===== config.mk =====
export PLATFORM = sky130hd
export DESIGN_NAME = byte_lane_bridge
export DESIGN_NICKNAME = d
export VERILOG_FILES = /design/src/rtl/bb_pkg.sv /design/src/rtl/bb_ctrl.sv /design/src/rtl/bb_addr_ser.sv /design/src/rtl/bb_collect.sv /design/src/rtl/byte_lane_bridge.sv
export SDC_FILE = /design/constraint.sdc
export NUM_CORES = 1
export LEC_CHECK = 0
export BUFFER_PORTS_ARGS = -buffer_cell sky130_fd_sc_hd__buf_2
export CAP_MARGIN = 20
export CORE_UTILIZATION = 57
export CTS_BUF_LIST = sky130_fd_sc_hd__clkbuf_8
export CTS_CLUSTER_DIAMETER = 60
export DETAILED_ROUTE_END_ITERATION = 12
export GPL_ROUTABILITY_DRIVEN = 0
export PLACE_DENSITY = 0.82
export SETUP_SLACK_MARGIN = 0.2
export SLEW_MARGIN = 10
export SYNTH_ARGS = -nofsm -noshare
export SYNTH_HDL_FRONTEND = slang
export SYNTH_SLANG_ARGS = --single-unit

===== constraint.sdc =====
create_clock -name clk_i -period 2.6 [get_ports clk_i]
set_input_delay 0.65 -clock clk_i [delete_from_list [all_inputs] [get_ports clk_i]]
set_output_delay 0.65 -clock clk_i [all_outputs]
set_load 0.02 [all_outputs]

===== src/rtl/bb_pkg.sv =====
package bb_pkg;
  typedef enum logic [1:0] {
    BB_IDLE,
    BB_SEND,
    BB_WAIT,
    BB_RECV
  } bb_state_e;
endpackage


===== src/rtl/bb_ctrl.sv =====
module bb_ctrl #(
  parameter int NBYTES = 4,
  localparam int IDX_W = (NBYTES > 1) ? $clog2(NBYTES) : 1
) (
  input  logic             clk_i,
  input  logic             rst_ni,
  input  logic             new_addr_i,
  input  logic             ready_i,
  output logic             accept_o,
  output logic             send_o,
  output logic             load_o,
  output logic             done_o,
  output logic [IDX_W-1:0] idx_o
);
  import bb_pkg::*;

  localparam logic [IDX_W-1:0] LAST = IDX_W'(NBYTES - 1);

  bb_state_e        state_q, state_d;
  logic [IDX_W-1:0] idx_q, idx_d;

  assign accept_o = (state_q == BB_IDLE) && new_addr_i;
  assign send_o   = (state_q == BB_SEND);
  assign load_o   = (state_q == BB_RECV);
  assign done_o   = load_o && (idx_q == LAST);
  assign idx_o    = idx_q;

  always_comb begin
    state_d = state_q;
    idx_d   = idx_q;
    unique case (state_q)
      BB_IDLE: if (new_addr_i) begin
        state_d = BB_SEND;
        idx_d   = '0;
      end
      BB_SEND: begin
        idx_d = idx_q + 1'b1;
        if (idx_q == LAST) begin
          state_d = BB_WAIT;
          idx_d   = '0;
        end
      end
      BB_WAIT: if (ready_i) begin
        state_d = BB_RECV;
        idx_d   = '0;
      end
      BB_RECV: begin
        idx_d = idx_q + 1'b1;
        if (idx_q == LAST) begin
          state_d = BB_IDLE;
          idx_d   = '0;
        end
      end
      default: state_d = BB_IDLE;
    endcase
  end

  always_ff @(posedge clk_i or negedge rst_ni) begin
    if (!rst_ni) begin
      state_q <= BB_IDLE;
      idx_q   <= '0;
    end else begin
      state_q <= state_d;
      idx_q   <= idx_d;
    end
  end


  wait_hold_chk: assert property (@(posedge clk_i) disable iff (!rst_ni)
    (state_q == BB_WAIT && !ready_i) |=> (state_q == BB_WAIT));


  busy_ignore_chk: assert property (@(posedge clk_i) disable iff (!rst_ni)
    (state_q == BB_SEND && idx_q != LAST) |=> (state_q == BB_SEND));
endmodule


===== src/rtl/bb_addr_ser.sv =====
module bb_addr_ser #(
  parameter int ADDR_W = 32,
  parameter int LANE_W = 8,
  localparam int NBYTES = ADDR_W / LANE_W,
  localparam int IDX_W  = (NBYTES > 1) ? $clog2(NBYTES) : 1
) (
  input  logic              clk_i,
  input  logic              rst_ni,
  input  logic              accept_i,
  input  logic [ADDR_W-1:0] addr_i,
  input  logic              send_i,
  input  logic [IDX_W-1:0]  idx_i,
  output logic [LANE_W-1:0] byte_o,
  output logic              start_o
);
  logic [ADDR_W-1:0] addr_q;

  always_ff @(posedge clk_i or negedge rst_ni) begin
    if (!rst_ni)       addr_q <= '0;
    else if (accept_i) addr_q <= addr_i;
  end

  assign byte_o  = send_i ? addr_q[idx_i*LANE_W +: LANE_W] : '0;
  assign start_o = send_i && (idx_i == '0);


  second_byte_chk: assert property (@(posedge clk_i) disable iff (!rst_ni)
    start_o |=> (byte_o == addr_q[2*LANE_W-1:LANE_W]));
endmodule


===== src/rtl/bb_collect.sv =====
module bb_collect #(
  parameter int ADDR_W = 32,
  parameter int LANE_W = 8,
  localparam int NBYTES = ADDR_W / LANE_W,
  localparam int IDX_W  = (NBYTES > 1) ? $clog2(NBYTES) : 1
) (
  input  logic              clk_i,
  input  logic              rst_ni,
  input  logic              accept_i,
  input  logic              load_i,
  input  logic              done_i,
  input  logic [IDX_W-1:0]  idx_i,
  input  logic [LANE_W-1:0] byte_i,
  output logic [ADDR_W-1:0] data_o,
  output logic              rdy_o
);
  logic [ADDR_W-1:0] buf_q, buf_d;

  always_comb begin
    buf_d = buf_q;
    buf_d[idx_i*LANE_W +: LANE_W] = byte_i;
  end

  always_ff @(posedge clk_i or negedge rst_ni) begin
    if (!rst_ni) begin
      buf_q  <= '0;
      data_o <= '0;
      rdy_o  <= 1'b0;
    end else begin
      if (load_i) buf_q <= buf_d;
      if (done_i) begin
        data_o <= buf_d;
        rdy_o  <= 1'b1;
      end else if (accept_i) begin
        rdy_o  <= 1'b0;
      end
    end
  end


  rdy_fall_chk: assert property (@(posedge clk_i) disable iff (!rst_ni)
    $fell(rdy_o) |-> $past(accept_i));


  data_hold_chk: assert property (@(posedge clk_i) disable iff (!rst_ni)
    !done_i |=> $stable(data_o));
endmodule


===== src/rtl/byte_lane_bridge.sv =====
module byte_lane_bridge #(
  parameter int ADDR_W = 32,
  parameter int LANE_W = 8,
  localparam int NBYTES = ADDR_W / LANE_W,
  localparam int IDX_W  = (NBYTES > 1) ? $clog2(NBYTES) : 1
) (
  input  logic              clk_i,
  input  logic              rst_ni,
  input  logic              new_addr_i,
  input  logic [ADDR_W-1:0] addr_i,
  output logic [LANE_W-1:0] lane_o,
  input  logic [LANE_W-1:0] lane_i,
  output logic              start_o,
  input  logic              ready_i,
  output logic [ADDR_W-1:0] data_o,
  output logic              data_rdy_o
);
  logic             accept, send, load, done;
  logic [IDX_W-1:0] idx;

  bb_ctrl #(.NBYTES(NBYTES)) i_ctrl (
    .clk_i     (clk_i),
    .rst_ni    (rst_ni),
    .new_addr_i(new_addr_i),
    .ready_i   (ready_i),
    .accept_o  (accept),
    .send_o    (send),
    .load_o    (load),
    .done_o    (done),
    .idx_o     (idx)
  );

  bb_addr_ser #(.ADDR_W(ADDR_W), .LANE_W(LANE_W)) i_ser (
    .clk_i   (clk_i),
    .rst_ni  (rst_ni),
    .accept_i(accept),
    .addr_i  (addr_i),
    .send_i  (send),
    .idx_i   (idx),
    .byte_o  (lane_o),
    .start_o (start_o)
  );

  bb_collect #(.ADDR_W(ADDR_W), .LANE_W(LANE_W)) i_col (
    .clk_i   (clk_i),
    .rst_ni  (rst_ni),
    .accept_i(accept),
    .load_i  (load),
    .done_i  (done),
    .idx_i   (idx),
    .byte_i  (lane_i),
    .data_o  (data_o),
    .rdy_o   (data_rdy_o)
  );


  start_pulse_chk: assert property (@(posedge clk_i) disable iff (!rst_ni)
    start_o |=> !start_o);


  rdy_rise_chk: assert property (@(posedge clk_i) disable iff (!rst_ni)
    $rose(data_rdy_o) |-> (lane_o == '0 && !start_o));
endmodule


---- Word-level counts from Yosys, hierarchy flattened ----
Index checks and enable logic that the tools add are counted.
storage, ports and cells
  flip-flop bits (word level) ............. 101
  output and inout bits ................... 42
cells by class
  add/subtract/negate cells ............... 2
  equal/unequal tests ..................... 8
  shift operators ......................... 3
  mux-type cells .......................... 13
  reductions and logical operators ........ 9
operators by type and width
  kind                                                                      number
  5-bit negator with 34-bit output                                          1
  8-bit by 34-bit variable shift with 32-bit output (first input constant)  1
  8-bit by 34-bit variable part select with 32-bit output                   1
  32-bit bitwise mux                                                        1
  32-bit by 6-bit variable part select with 8-bit output                    1
  2-bit two-way mux                                                         7
  8-bit two-way mux                                                         1
  2-bit inequality test (second input constant)                             4
  2-bit one-hot mux with 4 select lines                                     1
  2-bit equality test (second input constant)                               3
  2-bit one-hot mux with 3 select lines                                     1
  2-bit zero test                                                           2
  4-bit AND reduction                                                       1
  1-bit logical AND                                                         3
  2-bit by 1-bit adder with 2-bit output (second input constant)            1
  2-bit by 1-bit equality test with 1-bit output (second input constant)    1
  1-bit two-way mux                                                         2
  2-bit AND reduction                                                       1
  2-bit nonzero test                                                        1
  2-bit OR reduction                                                        1

---- Logic depth before layout (Yosys ltp) ----
  depth after elaboration ................. 4
  depth in mapped cells ................... 8
  mapped depth without buffers ............ 5

---- Hierarchy ----
A second synthesis with hierarchy kept.
second synthesis, totals
  cells, all modules ...................... 398
  area, all modules ....................... 4733.3 µm²
by module, submodules not included
  module       times used  cells an instance  area an instance (µm²)  sequential area each (µm²)
  bb_collect   1           271                2929.1                  1626.6
  bb_addr_ser  1           98                 1495.2                  800.8
  bb_ctrl      1           29                 309.0                   100.1

---- Worst setup path after synthesis ----
OpenSTA, ideal clock, no wires.
  path type ............................... flip-flop to output port
  start point ............................. reg i_ctrl.idx_q[0] (netlist: i_ctrl.idx_o[0])
  end point ............................... out start_o
  arrival time ............................ 1639 ps
  data required time ...................... 1950 ps
  slack ................................... 311 ps
  stages on the path, launching flop included .. 6
  path buffers ............................ 2
  path through ............................ dfrtp_1 > buf_4 > inv_1 > ha_1 > clkbuf_1 > and2_1
between the ends
  cells in the longest elaborated chain, start to end .. 2
RTL lines
  item                    line                    RTL
  from (decl)             bb_ctrl.sv:20           logic [IDX_W-1:0] idx_q, idx_d;
  from (signal assigned)  bb_ctrl.sv:64           idx_q <= idx_d;
  2-bit zero test         bb_addr_ser.sv:24       assign start_o = send_i && (idx_i == '0);
  1-bit logical AND       bb_addr_ser.sv:24
  to (decl)               byte_lane_bridge.sv:13  output logic start_o,
Every way passes these cells.

---- Final worst setup path ----
  start point ............................. reg i_ctrl.idx_q[0] (netlist: i_ctrl.idx_o[0])
  end point ............................... out lane_o[6]
between the ends
  cells in the longest elaborated chain, start to end .. 2
RTL lines
  item                                                    line                    RTL
  32-bit by 6-bit variable part select with 8-bit output  bb_addr_ser.sv:23       assign byte_o = send_i ? addr_q[idx_i*LANE_W +: LANE_W] : '0;
  8-bit two-way mux                                       bb_addr_ser.sv:23
  to (decl)                                               byte_lane_bridge.sv:11  output logic [LANE_W-1:0] lane_o,
Every way passes these cells.

==> flow_summary.rst <==
.. list-table::
   :header-rows: 1

   * - Metric
     - Value
   * - Outcome
     - completed
   * - Area taken by flip-flops and latches
     - about 0.0025 mm²
   * - Area occupied by multi-input gates
     - approximately 0.0019 mm²
   * - Most frequently used flop master after synthesis
     - sky130_fd_sc_hd__dfrtp_1
   * - Slew of the pin with the lowest slew margin
     - between 0.5 and 0.6 ns
   * - Max Clk Rate
     - 0.417 GHz
   * - Num ports
     - 86
   * - Number of antenna-violating nets in the routed design
     - 0
   * - Clock-pin transition on the worst setup and hold timing paths
     - about 0.1 ns
   * - Post-Syn Instances
     - just under 400
   * - DRC violations left
     - 0
   * - Floorplan core area
     - ~0.0078 mm²
   * - Max Cap Viol
     - 0
   * - Vias per std cell
     - between 5 and 6
   * - Ant. Diodes
     - 0
   * - Final setup viols
     - 0
   * - Detail-routed net length per standard cell
     - between 15 and 20 µm
   * - Yosys warning count
     - 0
   * - Latest clock arrival within the worst-skew pair
     - between 0.3 and 0.4 ns
   * - Detailed router's first-iteration violation count
     - about 120
   * - Number of synthesized flops with an enable pin
     - 0
   * - Count of unique library cells instantiated by Yosys
     - 36
   * - Largest net degree at the start of global routing
     - just under 50
   * - Setup slack at placement
     - roughly 0.38 ns
   * - Final-report hold violation count
     - 0
   * - Overall routed net length
     - roughly 9.5 mm
   * - Area of the mapped netlist
     - 0.00462 mm²
   * - Clock tree from TritonCTS
     - yes
   * - Number of H-tree levels
     - 3
   * - Buffer levels on the longest clock path
     - 2
   * - Synth Net Count
     - roughly 440
   * - Die width
     - between 90 and 100 µm
   * - Routed vias
     - ~3200
   * - Fin Clk Skew
     - between 0.015 and 0.02 ns
   * - Final nets
     - between 500 and 600
   * - Clock sink count
     - roughly 100
   * - TritonCTS buffer count
     - 9
   * - Crit path buf inv count
     - 2
   * - Seq cells post-synth
     - between 100 and 150
   * - Crit-path max cell delay
     - approximately 0.50 ns
   * - Arrival time of data at the critical path endpoint
     - between 1.5 and 2 ns
   * - Total number of placement rows
     - 32
   * - Commonest cells after routing, fill and taps aside
     - sky130_fd_sc_hd__dfrtp_1 (100), sky130_fd_sc_hd__buf_2 (77), sky130_fd_sc_hd__mux2_2 (33)
   * - Element type at the critical path start
     - flip-flop
   * - Final Cell Area
     - 0.00541 mm²
   * - Cell Area, Placed
     - between 0.005 and 0.006 mm²
   * - Max-Slew Margin vs Limit
     - around 63%
   * - Share of flip-flops with an asynchronous set or reset after synthesis
     - between 90% and 100%
   * - Avg Cell Area, Syn
     - around 12 µm²
   * - Total die area
     - between 0.008 and 0.009 mm²
   * - Global-route wire length before repair
     - 15.6 mm
   * - Overflow left after global routing
     - 0
   * - Maximum VDD drop
     - between 0.7 and 0.8 mV
   * - Category of the critical setup timing path
     - reg2out
   * - Final count of pins violating max slew
     - 0
   * - Router iterations before antenna repair
     - 4
   * - Initial core utilization
     - roughly three fifths
   * - Slack of the critical path
     - ~0.2 ns
   * - Antenna violations before repair
     - 0
   * - Fraction of layout cells with a size suffix above 1
     - 35.7%
   * - Number of input and output port buffers inserted
     - 85
   * - Sequential-to-total area share from yosys stat
     - a little over half
   * - Worst-path cell chain
     - buf_12 -> mux4_2 -> and2_4 -> buf_6
   * - Endpoint required time on the critical path
     - 1.95 ns
   * - Static leakage power
     - between 2 and 2.5 nW
   * - Slowest cell on crit path
     - sky130_fd_sc_hd__mux4_2
   * - Half-perimeter wire length after detailed placement
     - approximately 6.6 mm
   * - Worst setup EP type
     - output pin
   * - Combined global-route utilization of all metal layers
     - roughly a quarter
   * - Top fanout value on the critical path
     - 6
   * - Ratio of total power to cell area
     - about 1200 mW/mm²
   * - Clock period minus final worst setup slack
     - ~2.4 ns
   * - Final-layout setup total negative slack
     - 0 ns
   * - Area grow syn2layout
     - 17.2%
   * - Clock root buffer
     - sky130_fd_sc_hd__clkbuf_8
   * - Largest delay share family, worst path
     - multiplexers
   * - Overall die height
     - around 92 µm
   * - Most common cell after layout, fill and taps aside
     - sky130_fd_sc_hd__dfrtp_1
   * - Vias in the first global route
     - ~3300
   * - Final cycle utilization of the critical path
     - 92.1%
   * - RSZ-0062 raised after global routing
     - yes
   * - Filler instances
     - a little under 600
   * - Hold crit path type
     - in2async
-- report_power, final --
group          switching, mW  leakage [nW]  internal, mW
Clock                  0.596        0.0907         0.372
Sequential             0.345          1.21          2.24
Combinational           1.37          1.19          1.34
-- path summary, 6_finish.rpt --
kind | depth (start not counted) | slack [ns] | from | to
hold / removal | 1 | 0.19 | rst_ni | i_ser.addr_q[1]
hold reg to reg | 2 | 0.49 | i_col.buf_q[29] | i_col.buf_q[29]
min in group clk_i | 2 | 0.49 | i_col.buf_q[29] | i_col.buf_q[29]
setup / recovery | 4 | 0.20 | i_ctrl.idx_o[0] | lane_o[6]
setup reg to reg | 7 | 0.58 | i_ctrl.idx_o[0] | i_col.data_o[14]
max in group asynchronous | 2 | 1.74 | rst_ni | i_ctrl.idx_o[0]
-- metrics by stage --
stage | util (%) | power [mW] | instances | hold WS [ns]
floorplan | - | 4.41 | 389 | 0.354
global placement | 66.1 | 5.04 | 557 | 0.455
detailed placement | 66.1 | 5.16 | 557 | 0.468
CTS | 68.9 | 6.18 | 575 | 0.193
global route | 69.7 | 6.65 | 576 | 0.219
finish | 69.7 | 6.26 | 576 | 0.192
-- cell usage after synthesis, drive strengths merged (10+ instances only) --
cell   count  share of area [%]
a21oi     24                2.6
a22o      23                4.4
a31oi     24                3.3
and2      12                1.6
buf       24                2.8
dfrtp    101                 55
ha        10                2.7
mux2      33                8.0
nand2     25                2.0
nor2      24                2.0
nor2b     24                3.3
o21ai     10                1.1
-- metal layers --
metal	GRT usage, %	vias to the layer above	share of wire (%)
li1	-	1552	-
met1	31.1	1571	43
met2	40.0	101	49
met3	5.06	12	6.2
met4	9.38	0	1.5
met5	0	-	0
-- cell type report --
type	instances	share of cell area [%]
clock buffer	9	2.29
clock inverter	7	1.18
inverter	8	0.555
multi-input combinational	248	35.4
sequential	101	46.7
tap	102	2.36
timing repair buffer	101	11.5
-- registers in the layout, summed over array words and instances, names as in the netlist --
register,cells
i_col.buf_q,32
i_ctrl.state_q,2
i_ctrl.idx_o,2
i_col.data_o,32
i_col.rdy_o,1
i_ser.addr_q,32
-- cell families (layout without fill, tap and decap cells) --
group	count (synthesis)	after routing	share of synthesized area, %
AO/OA/AOI/OAI	94	94	13.9
adder cells (fa/ha/maj)	10	10	2.71
buffers and inverters	40	125	4.12
flip-flops	101	101	54.7
multiplexers	42	42	12.2
AND/OR/NAND/NOR	102	102	12.4
-- repair_timing --
| item | 4_1_cts | 5_1_grt |
|---|---|---|
| hold buffers | 0 | 0 |
| resized for setup | 7 | 18 |
| endpoints found under the setup margin | 9 | 8 |
| setup buffers | 2 | 1 |
(Power assumes the default switching activity.)
